===== src/rtl/ep_ctl_pkg.sv =====
package ep_ctl_pkg;
    typedef enum logic [1:0] {
        TK_OUT   = 2'd0,
        TK_IN    = 2'd1,
        TK_SETUP = 2'd2,
        TK_RSVD  = 2'd3
    } tok_kind_e;

    typedef enum logic [1:0] {
        RS_NONE   = 2'd0,
        RS_ACCEPT = 2'd1,
        RS_STALL  = 2'd2
    } rsp_e;

    localparam int CTL_W     = 4;
    localparam int BIT_STALL = 0;
    localparam int BIT_IN    = 1;
    localparam int BIT_OUT   = 2;
    localparam int BIT_CDIS  = 3;

    typedef logic [CTL_W-1:0] ep_ctl_t;
endpackage


===== src/rtl/ep_reg_bank.sv =====
module ep_reg_bank
    import ep_ctl_pkg::*;
#(
    parameter int N_EP   = 3,
    parameter int ADDR_W = 4
) (
    input  logic                  clk,
    input  logic                  rst_n,
    input  logic                  cpu_we,
    input  logic [ADDR_W-1:0]     cpu_addr,
    input  logic [CTL_W-1:0]      cpu_wdata,
    input  logic                  sie_stall_set,
    input  logic                  sie_stall_clr,
    input  logic [ADDR_W-1:0]     sie_ep,
    output logic [N_EP*CTL_W-1:0] ctl_flat
);
    for (genvar i = 0; i < N_EP; i++) begin : g_ep
        logic    cpu_hit;
        logic    sie_hit;
        ep_ctl_t q;
        ep_ctl_t d;

        assign cpu_hit = cpu_we && (cpu_addr == ADDR_W'(i));
        assign sie_hit = (sie_stall_set || sie_stall_clr) && (sie_ep == ADDR_W'(i));

        always_comb begin
            d = cpu_hit ? cpu_wdata : q;
            if (sie_hit) begin
                d[BIT_STALL] = sie_stall_set;
            end
        end

        always_ff @(posedge clk or negedge rst_n) begin
            if (!rst_n) begin
                q <= '0;
            end else begin
                q <= d;
            end
        end

        assign ctl_flat[i*CTL_W +: CTL_W] = q;

        AST_SIE_SET_WINS: assert property (@(posedge clk) disable iff (!rst_n)
            (sie_stall_set && sie_ep == ADDR_W'(i)) |=> ctl_flat[i*CTL_W + BIT_STALL]);
        AST_SIE_CLR_TAKES: assert property (@(posedge clk) disable iff (!rst_n)
            (sie_stall_clr && !sie_stall_set && sie_ep == ADDR_W'(i))
            |=> !ctl_flat[i*CTL_W + BIT_STALL]);
        AST_UNTOUCHED_HOLDS: assert property (@(posedge clk) disable iff (!rst_n)
            (!(cpu_we && cpu_addr == ADDR_W'(i)) &&
             !((sie_stall_set || sie_stall_clr) && sie_ep == ADDR_W'(i)))
            |=> $stable(ctl_flat[i*CTL_W +: CTL_W]));
    end
endmodule


===== src/rtl/ep_tok_decide.sv =====
module ep_tok_decide
    import ep_ctl_pkg::*;
#(
    parameter int N_EP   = 3,
    parameter int ADDR_W = 4
) (
    input  logic [N_EP*CTL_W-1:0] ctl_flat,
    input  logic [1:0]            tok_kind,
    input  logic [ADDR_W-1:0]     tok_ep,
    output logic [1:0]            verdict
);
    ep_ctl_t sel;
    logic    hit;
    logic    en_in;
    logic    en_out;
    logic    setup_ok;

    always_comb begin
        sel = '0;
        hit = 1'b0;
        for (int i = 0; i < N_EP; i++) begin
            if (tok_ep == ADDR_W'(i)) begin
                sel = ctl_flat[i*CTL_W +: CTL_W];
                hit = 1'b1;
            end
        end
    end

    assign en_in    = sel[BIT_IN];
    assign en_out   = sel[BIT_OUT];
    assign setup_ok = en_in && en_out && !sel[BIT_CDIS];

    always_comb begin
        verdict = RS_NONE;
        if (hit && (en_in || en_out) && tok_kind != TK_RSVD) begin
            if (sel[BIT_STALL]) begin
                verdict = RS_STALL;
            end else begin
                unique case (tok_kind)
                    TK_IN:    verdict = en_in    ? RS_ACCEPT : RS_NONE;
                    TK_OUT:   verdict = en_out   ? RS_ACCEPT : RS_NONE;
                    TK_SETUP: verdict = setup_ok ? RS_ACCEPT : RS_NONE;
                    default:  verdict = RS_NONE;
                endcase
            end
        end
    end
endmodule


===== src/rtl/ep_token_resp.sv =====
module ep_token_resp
    import ep_ctl_pkg::*;
#(
    parameter int N_EP   = 3,
    parameter int ADDR_W = 4
) (
    input  logic              clk,
    input  logic              rst_n,
    input  logic              cpu_we,
    input  logic [ADDR_W-1:0] cpu_addr,
    input  logic [7:0]        cpu_wdata,
    output logic [7:0]        cpu_rdata,
    input  logic              sie_stall_set,
    input  logic              sie_stall_clr,
    input  logic [ADDR_W-1:0] sie_ep,
    input  logic              tok_vld,
    input  logic [1:0]        tok_kind,
    input  logic [ADDR_W-1:0] tok_ep,
    output logic              rsp_vld,
    output logic [1:0]        rsp_code
);
    localparam logic [ADDR_W:0] EP_LIMIT = (ADDR_W+1)'(N_EP);

    typedef enum logic {ST_IDLE, ST_ANSWER} state_e;

    state_e                state_q;
    state_e                state_d;
    logic [N_EP*CTL_W-1:0] ctl_flat;
    logic [1:0]            verdict;
    logic [1:0]            code_q;
    ep_ctl_t               rd_sel;

    ep_reg_bank #(.N_EP(N_EP), .ADDR_W(ADDR_W)) u_bank (
        .clk           (clk),
        .rst_n         (rst_n),
        .cpu_we        (cpu_we),
        .cpu_addr      (cpu_addr),
        .cpu_wdata     (cpu_wdata[CTL_W-1:0]),
        .sie_stall_set (sie_stall_set),
        .sie_stall_clr (sie_stall_clr),
        .sie_ep        (sie_ep),
        .ctl_flat      (ctl_flat)
    );

    ep_tok_decide #(.N_EP(N_EP), .ADDR_W(ADDR_W)) u_decide (
        .ctl_flat (ctl_flat),
        .tok_kind (tok_kind),
        .tok_ep   (tok_ep),
        .verdict  (verdict)
    );

    always_comb begin
        rd_sel = '0;
        for (int i = 0; i < N_EP; i++) begin
            if (cpu_addr == ADDR_W'(i)) begin
                rd_sel = ctl_flat[i*CTL_W +: CTL_W];
            end
        end
    end
    assign cpu_rdata = {4'b0000, rd_sel};

    always_comb begin
        state_d = state_q;
        unique case (state_q)
            ST_IDLE:   if (tok_vld) state_d = ST_ANSWER;
            ST_ANSWER: state_d = tok_vld ? ST_ANSWER : ST_IDLE;
            default:   state_d = ST_IDLE;
        endcase
    end

    always_ff @(posedge clk or negedge rst_n) begin
        if (!rst_n) begin
            state_q <= ST_IDLE;
        end else begin
            state_q <= state_d;
        end
    end

    always_ff @(posedge clk or negedge rst_n) begin
        if (!rst_n) begin
            code_q <= RS_NONE;
        end else begin
            code_q <= tok_vld ? verdict : RS_NONE;
        end
    end

    assign rsp_vld  = (state_q == ST_ANSWER);
    assign rsp_code = code_q;

    always_comb begin
        AST_RD_UPPER_ZERO: assert (cpu_rdata[7:4] == 4'b0000);
    end

    AST_RSP_FOLLOWS_TOKEN: assert property (@(posedge clk) disable iff (!rst_n)
        rsp_vld |-> $past(tok_vld));
    AST_CODE_LEGAL: assert property (@(posedge clk) disable iff (!rst_n)
        rsp_code != 2'd3);
    AST_OUT_OF_RANGE_NONE: assert property (@(posedge clk) disable iff (!rst_n)
        (tok_vld && {1'b0, tok_ep} >= EP_LIMIT) |=> (rsp_vld && rsp_code == RS_NONE));
endmodule


===== config.mk =====
export PLATFORM = sky130hd
export DESIGN_NAME = ep_token_resp
export DESIGN_NICKNAME = d
export VERILOG_FILES = /design/src/rtl/ep_ctl_pkg.sv /design/src/rtl/ep_reg_bank.sv /design/src/rtl/ep_tok_decide.sv /design/src/rtl/ep_token_resp.sv
export SDC_FILE = /design/constraint.sdc
export NUM_CORES = 1
export LEC_CHECK = 0
export BUFFER_PORTS_ARGS = -buffer_cell sky130_fd_sc_hd__buf_4
export CORE_MARGIN = 2
export CORE_UTILIZATION = 50
export DETAILED_ROUTE_END_ITERATION = 16
export PLACE_DENSITY = 0.83
export SYNTH_ARGS = -nofsm -noshare
export SYNTH_HDL_FRONTEND = slang
export SYNTH_SLANG_ARGS = --single-unit

===== constraint.sdc =====
create_clock -name clk -period 2.15 [get_ports clk]
set_input_delay 0.215 -clock clk [delete_from_list [all_inputs] [get_ports clk]]
set_output_delay 0.215 -clock clk [all_outputs]
set_load 0.005 [all_outputs]

Word-level counts from Yosys, hierarchy flattened

Index checks and enable logic that the tools add are counted.

Muxes and demuxes: 23
Equal/unequal tests: 9
Reductions and logical operators: 20

Operators by type and width:

| kind                 | number |
|---|---|
| $mux W4              | 6 |
| $mux W1              | 13 |
| $eq A4 B1 Y1 const B | 3 |
| $eq A4 B2 Y1 const B | 3 |
| $logic_not A4 Y1     | 3 |
| $logic_and A1 B1 Y1  | 10 |
| $mux W2              | 3 |
| $pmux W2 S3          | 1 |
| $reduce_bool A2 Y1   | 3 |
| $eq A2 B1 Y1 const B | 1 |
| $eq A2 B2 Y1 const B | 1 |
| $logic_not A2 Y1     | 1 |
| $logic_or A1 B1 Y1   | 2 |
| $ne A2 B2 Y1 const B | 1 |
| $logic_not A1 Y1     | 1 |

Input port bits: 28
Output and inout bits: 11
Register bits after elaboration: 15
Word-level logic and storage cells: 60

Longest topological paths before layout

Gate-level depths: netlist of the first run.

Depth after elaboration: 11
Gate-level depth with buffers: 6
Depth with buffers taken out: 5

By module

From an unflattened synthesis of the first run, not the netlist that was laid out.

Cells, all modules: 99
Area, all modules: 1063.5 um^2

Modules (own cells, without submodules):

| module        | instances | seq. area each (um^2) | area an instance (um^2) | cells an instance |
|---|---|---|---|---|
| ep_reg_bank   | 1         | 300.3                 | 589.3                   | 47 |
| ep_token_resp | 1         | 75.1                  | 285.3                   | 27 |
| ep_tok_decide | 1         | 0.0                   | 188.9                   | 25 |

Worst setup path before layout of the first run

Ideal clock, no wire load.

Path kind: input-to-reg
Start: input port cpu_addr[3]
End: register u_bank.g_ep[0].q[0]
Stages: 5
Arrival: 1.250 ns
Data required time: 2.025 ns
Setup time: 0.125 ns
Path buffers: 0
Slack: 0.775 ns
Path through: nor2_1 -> nand2_1 -> nor3_2 -> mux2_1 -> mux2_2

Cells in the longest elaborated chain, start to end: 3

RTL lines:

| item                                | RTL line            | text |
|---|---|---|
| start, declared                     | ep_token_resp.sv:10 | `input logic [ADDR_W-1:0] cpu_addr,` |
| $logic_not A4 Y1                    | ep_reg_bank.sv:23   | `assign cpu_hit = cpu_we && (cpu_addr == ADDR_W'(i));` |
| $logic_and A1 B1 Y1                 | ep_reg_bank.sv:23   |  |
| $reduce_bool A2 Y1 (no source line) | n/a                 |  |
| end signal, assigned                | ep_reg_bank.sv:35   | `q <= '0;` |
| end signal, assigned                | ep_reg_bank.sv:37   | `q <= d;` |
| end, declared                       | ep_reg_bank.sv:20   | `ep_ctl_t q;` |

No other way between the ends.
A chain may end at the register's enable or synchronous reset.

Final worst setup path of the first run

Start: register u_bank.g_ep[0].q[1]
End: register code_q[0], in the netlist rsp_code[0]

Cells in the longest elaborated chain, start to end: 10
Elaborated cells on any way between the ends: 14

RTL lines:

| item                              | RTL line            | text |
|---|---|---|
| $mux W4 * (3 in series)           | ep_tok_decide.sv:22 | `if (tok_ep == ADDR_W'(i)) begin` |
| $logic_and A1 B1 Y1 (2 in series) | ep_tok_decide.sv:31 | `assign setup_ok = en_in && en_out && !sel[BIT_CDIS];` |
| $mux W1                           | ep_tok_decide.sv:42 | `TK_SETUP: verdict = setup_ok ? RS_ACCEPT : RS_NONE;` |
| $pmux W2 S3                       | ep_tok_decide.sv:39 | `unique case (tok_kind)` |
| $mux W2                           | ep_tok_decide.sv:36 | `if (sel[BIT_STALL]) begin` |
| $mux W2 *                         | ep_tok_decide.sv:35 | `if (hit && (en_in \|\| en_out) && tok_kind != TK_RSVD) begin` |
| $mux W2 *                         | ep_token_resp.sv:83 | `code_q <= tok_vld ? verdict : RS_NONE;` |
| end signal, assigned              | ep_token_resp.sv:83 |  |
| end, declared                     | ep_token_resp.sv:30 | `logic [1:0] code_q;` |

Every way passes the cells marked *; elsewhere a longest branch is shown, timed or not.

==> results of run 1 <==
## per-stage QoR
step,util (%),power (mW)
final,68.4,0.762
after CTS,68.4,0.757
after global routing,68.4,0.810
after detailed placement,66.3,0.594
after floorplan,-,0.509
after global placement,66.3,0.580
## metal layers
layer | vias up | global-route usage, % | share of wire (%)
met5 | - | 0 | 0
met4 | 0 | 13.3 | 2.5
met3 | 7 | 4.62 | 5.7
met2 | 40 | 41.9 | 49
met1 | 396 | 33.1 | 43
li1 | 393 | - | -
## final cells by class
cell class / instances / share of cell area [%]
tap: 25 / 2.62
sequential: 15 / 31.4
timing repair buffer: 32 / 20.3
multi-input combinational: 72 / 43.4
clock buffer: 4 / 2.20
## power by group
part / switching, mW / leakage (nW) / internal [mW]
Clock: 0.0931 / 0.0150 / 0.0722
Combinational: 0.0953 / 0.361 / 0.116
Sequential: 0.0493 / 0.186 / 0.337
Total: 0.238 / 0.562 / 0.525
## critical path, stage by stage, from the launching register on
cell	delay, ns
dfrtp_1	0.37
nor2b_1	0.14
a211oi_1	0.06
a2111oi_1	0.49
o2111ai_1	0.26
nor3_1	0.30
## final timing paths
kind	to	slack [ns]	cells after the start
setup / recovery	rsp_code[0]	0.43	5
hold / removal	rsp_vld	0.04	1
setup reg to reg	rsp_code[0]	0.43	5
hold reg to reg	u_bank.g_ep[0].q[2]	0.52	1
max in group asynchronous	u_bank.g_ep[1].q[1]	1.66	2
min in group asynchronous	rsp_vld	0.31	2
## kinds of logic (layout without fill, tap and decap cells)
group	count (synthesis)	count (layout)
and+or+nand+nor	31	31
muxes	19	19
AOI/OAI and AO/OA	18	18
DFF	15	15
buffers and inverters	7	36
other	1	4
## cells in the mapped netlist, types with 2 or more instances
| cell type | instances |
|---|---|
| nand2b_4 | 2 |
| nand3_1 | 2 |
| nor3_1 | 5 |
| mux2_1 | 10 |
| a211oi_1 | 3 |
| dfrtp_1 | 15 |
| buf_2 | 2 |
| nor2_1 | 9 |
| nand2_1 | 4 |
| a2111oi_1 | 2 |
| nor2b_1 | 2 |
| mux2i_1 | 8 |
| buf_4 | 4 |
| a21oi_1 | 7 |
## registers in the layout, summed over array words and instances (netlist names)
name,cells
rsp_code,2
rsp_vld,1
u_bank.g_ep.q,12
## what timing repair did
| item | 4_1_cts | 5_1_grt |
|---|---|---|
| buffers inserted | 0 | 0 |
| hold buffers | 1 | 0 |
| hold endpoints to repair | 15 | 0 |
==> flow_metrics.env, run 1 <==
export IMPL_rsz0062_at_grt="false"
export IMPL_drcViolationCount=0
export IMPL_max_freq_mhz=580
export IMPL_dp_slack_ns=0.554
export IMPL_yosys_area_share_simple_pct=19.3
export IMPL_maxCapViolations=0
export IMPL_synth_xor_area_share_pct=0
export IMPL_hold_slack_ns=0.0411
export IMPL_start_util_pct=53.5
export IMPL_area_growth_pct=27.9
export IMPL_peakVddDrop_uv=524
export IMPL_gr_total_overflow=0
export IMPL_routed_wl_um=2440
export IMPL_p_per_area_nw_per_um2=639
export IMPL_synth_compound_area_share_pct=12.7
export IMPL_synthTopCellsByArea="dfrtp_1 (40%), mux2_1 (12%), mux2i_1 (8.6%)"
export IMPL_drt_first_iter_violations=24
export IMPL_async_flop_share_pct=100
export IMPL_routabilityCongestion=0.807
export IMPL_ctsResizeCount=0
export IMPL_grt_pass1_vias=814
export IMPL_synth_seq_cells=15
export IMPL_r2r_start="u_bank.g_ep[0].q[1]"
export IMPL_skew_ns=0.00403
export IMPL_post_drt_wl_per_cell_um=16.5
export IMPL_insertion_delay_ns=0.29
export IMPL_ios=39
export IMPL_seqCellArea_um2=375
export IMPL_track_usage_pct=25.9
export IMPL_final_cell_mix="buf_4 (31), dfrtp_1 (15), mux2_1 (10), nor2_1 (9), mux2i_1 (8)"
export IMPL_dr_pass1_iters=6
export IMPL_ys_flop_type="dfrtp_1"
export IMPL_core_area_um2=1750
export IMPL_port_buffers=30
export IMPL_critPathRequiredTime_ns=2.34
export IMPL_cts_htree_levels=1
export IMPL_setup_tns_ns=0
export IMPL_final_common_cell="buf_4"
export IMPL_synth_top_cell_by_area="dfrtp_1"
export IMPL_tightest_slew_ns=0.498
export IMPL_cp_arrival_ns=1.91
export IMPL_cts_max_path_buffers=2
export IMPL_path_max_fanout=3
export IMPL_synth_edf_count=0
export IMPL_worstHoldStart="tok_vld"
export IMPL_antenna_found_initial=0
export IMPL_hold_violations=0
export IMPL_avgSynthCellArea_um2=10.3
export IMPL_synthMuxAreaShare_pct=21.8
export IMPL_cp_startpoint="u_bank.g_ep[0].q[1]"
export IMPL_dp_cells=143
export IMPL_vias=836
export IMPL_hpwl_um=1710
export IMPL_grt_pass1_wl_um=3800
export IMPL_num_nets_final=152
export IMPL_avgViaCountPerCell=5.65
export IMPL_antenna_cells=0
export IMPL_fin_crit_sh_pct=80.2
export IMPL_run_status="finished clean"
export IMPL_finalCriticalPeriod_ns=1.72
export IMPL_worst_slack_ns=0.425
export IMPL_netlist_area_um2=933
export IMPL_path_class="register to register"
export IMPL_relSlewSlack_pct=66.5
export IMPL_cts_root_buffer="clkbuf_4"
export IMPL_detailed_place_area_um2=1160
export IMPL_synthAdderAreaFrac_pct=0
export IMPL_yosys_warnings=0
export IMPL_end_kind="register"
export IMPL_cts_tree="built"
export IMPL_clock_sinks=15
export IMPL_die_area_um2=2230
export IMPL_finalSetupViolCount=0
export IMPL_clkTransAtPathRegs_ns=0.09
export IMPL_fillCellCount=148
export IMPL_slew_viol_final=0
export IMPL_hp_class="primary input to register"
export IMPL_fin_area_um2=1190
export IMPL_synth_top_family_by_area="multiplexers"
export IMPL_netlist_instances=91
export IMPL_cp_start_kind="register"
export IMPL_antenna_left=0
export IMPL_grt_max_degree=16
export IMPL_multi_input_area_um2=518
export IMPL_final_cells=148
export IMPL_cts_inserted_buffers=3
export IMPL_leakage_nw=0.562
export IMPL_drive_above_1_share_pct=31.7
export IMPL_die_w_um=47.2
export IMPL_synth_top_area_share_pct=40.2
export IMPL_die_h_um=47.2
export IMPL_num_rows=15
export IMPL_ys_types=30
export IMPL_yosysSeqAreaShare_pct=40.2
Power figures use the tool's default switching activity.
==> inputs of run 2 (changes only) <==
- ABC_AREA: unset -> 1
- CORE_UTILIZATION: 50 -> 47
- PLACE_DENSITY: 0.83 -> 0.78
- clock period: 2.15 -> 1.6 ns (I/O delays scaled with it)
==> run 2 against run 1 <==
Effect of this change:
- clock skew is 0.0013 ns lower
- via count is 19% higher
- sequential cell count stayed put
- wire length is 2.6% lower
- critical path depth is 2 higher
- critical path type is now primary input to primary output
- largest cell class unchanged
- largest power group unchanged
==> flow_metrics.env, run 2 <==
export IMPL_leakage_nw=0.610
export IMPL_antenna_left=0
export IMPL_grt_pass1_vias=976
export IMPL_die_area_um2=2430
export IMPL_setup_tns_ns=0
export IMPL_area_growth_pct=28.6
export IMPL_grt_max_degree=16
export IMPL_power_mw=0.938
export IMPL_cts_max_path_buffers=2
export IMPL_slew_viol_final=0
export IMPL_die_w_um=49.2
export IMPL_drt_first_iter_violations=33
export IMPL_hold_violations=0
export IMPL_antenna_found_initial=0
export IMPL_num_nets_final=188
export IMPL_power_frac_comb_pct=23.0
export IMPL_final_common_cell="buf_4"
export IMPL_clock_sinks=15
export IMPL_hp_class="primary input to register"
export IMPL_maxCapViolations=0
export IMPL_routabilityCongestion=0.795
export IMPL_vias=996
export IMPL_clkTransAtPathRegs_ns=0.09
export IMPL_regMostFlops="u_bank.g_ep.q"
export IMPL_synth_edf_count=0
export IMPL_intPower_mw=0.645
export IMPL_track_usage_pct=21.8
export IMPL_die_h_um=49.2
export IMPL_synth_top_area_share_pct=39.0
export IMPL_avgViaCountPerCell=5.35
export IMPL_cts_root_buffer="clkbuf_4"
export IMPL_dr_pass1_iters=4
export IMPL_cp_start_kind="primary input"
export IMPL_post_drt_wl_per_cell_um=12.8
export IMPL_end_kind="primary output"
export IMPL_ctsResizeCount=0
export IMPL_netlist_instances=125
export IMPL_final_cell_mix="buf_4 (30), nand2_1 (28), nand3_1 (22), dfrtp_1 (15), inv_1 (10)"
export IMPL_dp_cells=180
export IMPL_grt_pass1_wl_um=4150
export IMPL_drive_above_1_share_pct=32.7
export IMPL_ys_flop_type="dfrtp_1"
export IMPL_run_status="finished clean"
export IMPL_ios=39
export IMPL_yosysSeqAreaShare_pct=39.0
export IMPL_avgSynthCellArea_um2=7.70
export IMPL_core_area_um2=1940
export IMPL_pwr_share_seq_pct=53.7
export IMPL_p_clk_share_pct=23.3
export IMPL_start_util_pct=49.5
export IMPL_cp_arrival_ns=1.03
export IMPL_fillCellCount=188
export IMPL_synth_top_cell_by_area="dfrtp_1"
export IMPL_rsz0062_at_grt="false"
export IMPL_synth_seq_cells=15
export IMPL_max_freq_mhz=840
export IMPL_path_max_fanout=6
export IMPL_p_switching_mw=0.293
export IMPL_ys_types=20
export IMPL_cts_setup_buffers=0
export IMPL_finalCriticalPeriod_ns=1.19
export IMPL_p_per_area_nw_per_um2=758
export IMPL_synth_common_cells="nand2_1 (28), nand3_1 (22), dfrtp_1 (15)"
export IMPL_peakVddDrop_uv=667
export IMPL_hpwl_um=1890
export IMPL_netlist_area_um2=962
export IMPL_routed_wl_um=2380
export IMPL_cts_tree="built"
export IMPL_port_buffers=30
export IMPL_drcViolationCount=0
export IMPL_largest_register_ffs=12
export IMPL_hold_slack_ns=0.149
export IMPL_yosysMostFrequentCell="nand2_1"
export IMPL_fin_crit_sh_pct=74.4
export IMPL_cts_htree_levels=1
export IMPL_cts_inserted_buffers=3
export IMPL_path_class="primary input to primary output"
export IMPL_yosys_warnings=0
export IMPL_worst_slack_ns=0.409
export IMPL_hold_buffers=2
export IMPL_skew_ns=0.00275
export IMPL_finalSetupViolCount=0
export IMPL_synthTopCellsByArea="dfrtp_1 (39%), nand3_1 (11%), nand2_1 (11%)"
export IMPL_dp_slack_ns=0.383
export IMPL_gr_total_overflow=0
export IMPL_critPathRequiredTime_ns=1.44
export IMPL_antenna_cells=0
export IMPL_num_rows=16
export IMPL_insertion_delay_ns=0.29
export IMPL_async_flop_share_pct=100
export IMPL_final_cells=186
export IMPL_power_share_switching_pct=31.3
==> run 2: cell types whose count changed after synthesis, moves of 7 or more <==
cell,before,now
nand2_1,4,28
a21oi_1,7,0
nand3_1,2,22
mux2i_1,8,0
mux2_1,10,0
inv_1,0,10
==> run 2: layout make-up <==
cell class | count | area (µm²) | area share, %
Multi-Input combinational cell | 94 | 504 | 40.7
Inverter | 14 | 52.6 | 4.25
Timing Repair Buffer | 32 | 245 | 19.8
Clock buffer | 4 | 26.3 | 2.12
Sequential cell | 15 | 375 | 30.3
Tap cell | 27 | 33.8 | 2.73
==> run 2: kinds of logic after synthesis <==
logic type / synth area share, %
compound gates: 9.10
simple gates: 41.7
buf+inv: 9.75
other cells: 0.390
flops: 39.0
==> run 2: power by group through the flow <==
| stage | logic, mW | registers (mW) | clock network, mW |
|---|---|---|---|
| 3_5_place_dp | 0.213 | 0.508 | 0 |
| 2_1_floorplan | 0.126 | 0.489 | 0 |
| 4_1_cts | 0.219 | 0.501 | 0.220 |
| 5_1_grt | 0.245 | 0.508 | 0.242 |
| 6_report | 0.216 | 0.503 | 0.219 |
| 3_3_place_gp | 0.203 | 0.506 | 0 |
==> run 2: final timing paths <==
path                       slack [ns]                start                  end  cells after the start
max in group asynchronous        1.17                rst_n  u_bank.g_ep[2].q[0]                      2
min in group asynchronous        0.26                rst_n  u_bank.g_ep[2].q[2]                      2
max reg2reg                      0.58  u_bank.g_ep[2].q[2]          rsp_code[0]                      4
max                              0.41          cpu_addr[3]         cpu_rdata[2]                      7
min                              0.15         cpu_wdata[2]  u_bank.g_ep[1].q[2]                      3
min reg2reg                      0.52  u_bank.g_ep[0].q[2]  u_bank.g_ep[0].q[2]                      2
==> run 2: worst max-delay path, stage by stage <==
cell and delay [ns]:
buf_4 0.11, nor2_1 0.11, inv_2 0.09, nor3_4 0.27, nand2_1 0.10, nand3_1 0.09
buf_4 0.11
==> run 2: per-layer routing <==
| metal | track usage [%] | share of wire (%) |
|---|---|---|
| met5 | 0 | 0 |
| met4 | 7.14 | 0.59 |
| met3 | 4.60 | 3.5 |
| met2 | 37.8 | 55 |
| met1 | 26.5 | 41 |
==> run 2: stage by stage <==
step                      utilization (%)  area (µm²)
after floorplan                         -         973
after global routing                 63.7        1240
after detailed placement             61.3        1190
final                                63.7        1240
after global placement               61.3        1190
after CTS                            63.7        1240
==> inputs of run 3 (changes only) <==
- clock period: 1.6 -> 1.1 ns (I/O delays scaled with it)
==> run 3 against run 2 <==
Effect of this change:
- the flow now finishes with violations (negative setup slack)
- via count up 3.9%
- worst setup slack worse by 0.42 ns
- utilization up 6.1 points
- critical path depth down 4
- register-to-register slack worse by 0.49 ns
- sequential cell count unchanged
- hold slack worse by 0.044 ns
- design area up 9.5%
- non-clock buffer count up 12
- clock-buffer cell count down 1
- global-route usage down 1.5 points
- largest cell class unchanged
==> flow_metrics.env, run 3 (synthesized netlist as in run 2, its figures left out) <==
export IMPL_worst_slack_ns=-0.00863
export IMPL_hold_violations=0
export IMPL_fin_area_um2=1360
export IMPL_run_status="complete, but fails checks"
export IMPL_maxCapViolations=0
export IMPL_gr_total_overflow=0
export IMPL_cts_inserted_buffers=3
export IMPL_final_common_cell="buf_4"
export IMPL_track_usage_pct=20.3
export IMPL_port_buffers=30
export IMPL_slew_viol_final=0
export IMPL_clock_sinks=15
export IMPL_die_h_um=49.2
export IMPL_grt_max_degree=16
export IMPL_ios=39
export IMPL_dp_cells=182
export IMPL_power_share_switching_pct=31.7
export IMPL_fin_crit_sh_pct=101
export IMPL_cp_start_kind="register"
export IMPL_post_drt_wl_per_cell_um=12.7
export IMPL_leakage_nw=0.690
export IMPL_worst_r2r_path_depth=4
export IMPL_insertion_delay_ns=0.28
export IMPL_antenna_left=0
export IMPL_worstHoldStart="cpu_wdata[2]"
export IMPL_detailed_place_area_um2=1210
export IMPL_max_freq_mhz=902
export IMPL_cts_root_buffer="clkbuf_4"
export IMPL_antenna_cells=0
export IMPL_hold_slack_ns=0.105
export IMPL_start_util_pct=49.5
export IMPL_path_class="register to primary output"
export IMPL_hp_class="primary input to register"
export IMPL_r2r_start="u_bank.g_ep[2].q[2]"
export IMPL_fillCellCount=172
export IMPL_cts_tree="built"
export IMPL_finalCriticalPeriod_ns=1.11
export IMPL_routed_wl_um=2510
export IMPL_num_rows=16
export IMPL_rsz0062_at_grt="true"
export IMPL_clkTransAtPathRegs_ns=0.09
export IMPL_power_mw=1.45
export IMPL_drive_above_1_share_pct=40.4
export IMPL_critPathMaxStageDelay_ns=0.41
export IMPL_cp_startpoint="u_bank.g_ep[0].q[1]"
export IMPL_die_area_um2=2430
export IMPL_grt_pass1_wl_um=3920
export IMPL_failed_checks="negative setup slack"
export IMPL_end_kind="primary output"
export IMPL_power_frac_comb_pct=27.8
export IMPL_regMostFlops="u_bank.g_ep.q"
export IMPL_finalSetupViolCount=3
export IMPL_core_area_um2=1940
export IMPL_cts_htree_levels=1
export IMPL_vias=1035
export IMPL_antenna_found_initial=0
export IMPL_die_w_um=49.2
export IMPL_cts_max_path_buffers=2
export IMPL_largest_register_ffs=12
export IMPL_pwr_share_seq_pct=50.7
export IMPL_setup_tns_ns=-0.0105
export IMPL_intPower_mw=0.991
export IMPL_skew_ns=0.00494
export IMPL_grt_pass1_vias=913
export IMPL_drcViolationCount=0
export IMPL_p_switching_mw=0.460
export IMPL_avgViaCountPerCell=5.23
export IMPL_critical_path_slowest_cell="dfrtp_1"
export IMPL_peakVddDrop_uv=1070
export IMPL_final_cell_mix="buf_4 (41), nand2_1 (28), nand3_1 (19), dfrtp_1 (15), inv_1 (10)"
export IMPL_p_per_area_nw_per_um2=1070
export IMPL_final_cells=198
export IMPL_path_max_fanout=3
export IMPL_dr_pass1_iters=4
export IMPL_crit_chain="nand2_1 > nand3_1 > buf_4"
export IMPL_p_clk_share_pct=21.5
export IMPL_hpwl_um=1780
export IMPL_critPathRequiredTime_ns=0.99
export IMPL_hold_path_depth=3
export IMPL_drt_first_iter_violations=47
export IMPL_cp_arrival_ns=1.00
export IMPL_routabilityCongestion=0.842
export IMPL_num_nets_final=200
export IMPL_area_growth_pct=40.8
## run 3: changes by cell type in the layout (fill, tap and decap cells not counted)
cell / change
buf_6: +1
nor2_4: +1
nand3_1: -3
clkinv_2: +1
buf_4: +11
nand3_2: +3
nor2_1: -1
clkbuf_1: -1
## run 3: through the flow
stage	util (%)	setup WS [ns]
global placement	62.1	-0.0238
CTS	66.1	-0.0114
detailed placement	62.1	-0.0470
floorplan	-	0.189
global route	69.8	-0.0821
finish	69.8	-0.00863
## run 3: layout make-up
class	count	area [µm²]	share of cell area [%]
Clock buffer	3	22.5	1.66
Clock inverter	1	5.00	0.369
Inverter	14	52.6	3.88
Multi-Input combinational cell	94	527	38.9
Sequential cell	15	375	27.7
Tap cell	27	33.8	2.49
Timing Repair Buffer	44	339	25.0
## run 3: repair_timing
item / in CTS / in global routing
hold buffers: 2 / 0
setup buffers: 3 / 7
pin swaps: 3 / 10
hold endpoints to repair: 16 / 0
setup endpoints to repair: 4 / 5
resized for setup: 2 / 4
## run 3: metal layers
layer	track usage, %	up-vias	share of wire [%]
met1	26.8	492	41
met3	3.07	0	3.9
li1	-	508	-
met2	34.5	35	55
met5	0	-	0
met4	5.24	0	0
## run 3: final timing paths
kind / end / slack, ns
hold / removal: u_bank.g_ep[1].q[2] / 0.11
min in group asynchronous: u_bank.g_ep[0].q[1] / 0.23
setup reg to reg: rsp_code[0] / 0.09
max in group asynchronous: u_bank.g_ep[2].q[0] / 0.69
hold reg to reg: u_bank.g_ep[2].q[2] / 0.55
setup / recovery: cpu_rdata[1] / -0.009
## run 3: critical path, delay by kind of cell (launching register included)
| kind | cells | cell delay, ns |
|---|---|---|
| buffers and inverters | 1 | 0.14 |
| DFF | 1 | 0.41 |
| and+or+nand+nor | 2 | 0.17 |
## run 3: power groups by stage
stage / Clock (mW) / Sequential, mW / Combinational (mW)
after global routing: 0.349 / 0.741 / 0.444
after global placement: 0 / 0.739 / 0.298
after detailed placement: 0 / 0.742 / 0.310
after floorplan: 0 / 0.711 / 0.183
after CTS: 0.322 / 0.727 / 0.340
final: 0.311 / 0.736 / 0.403
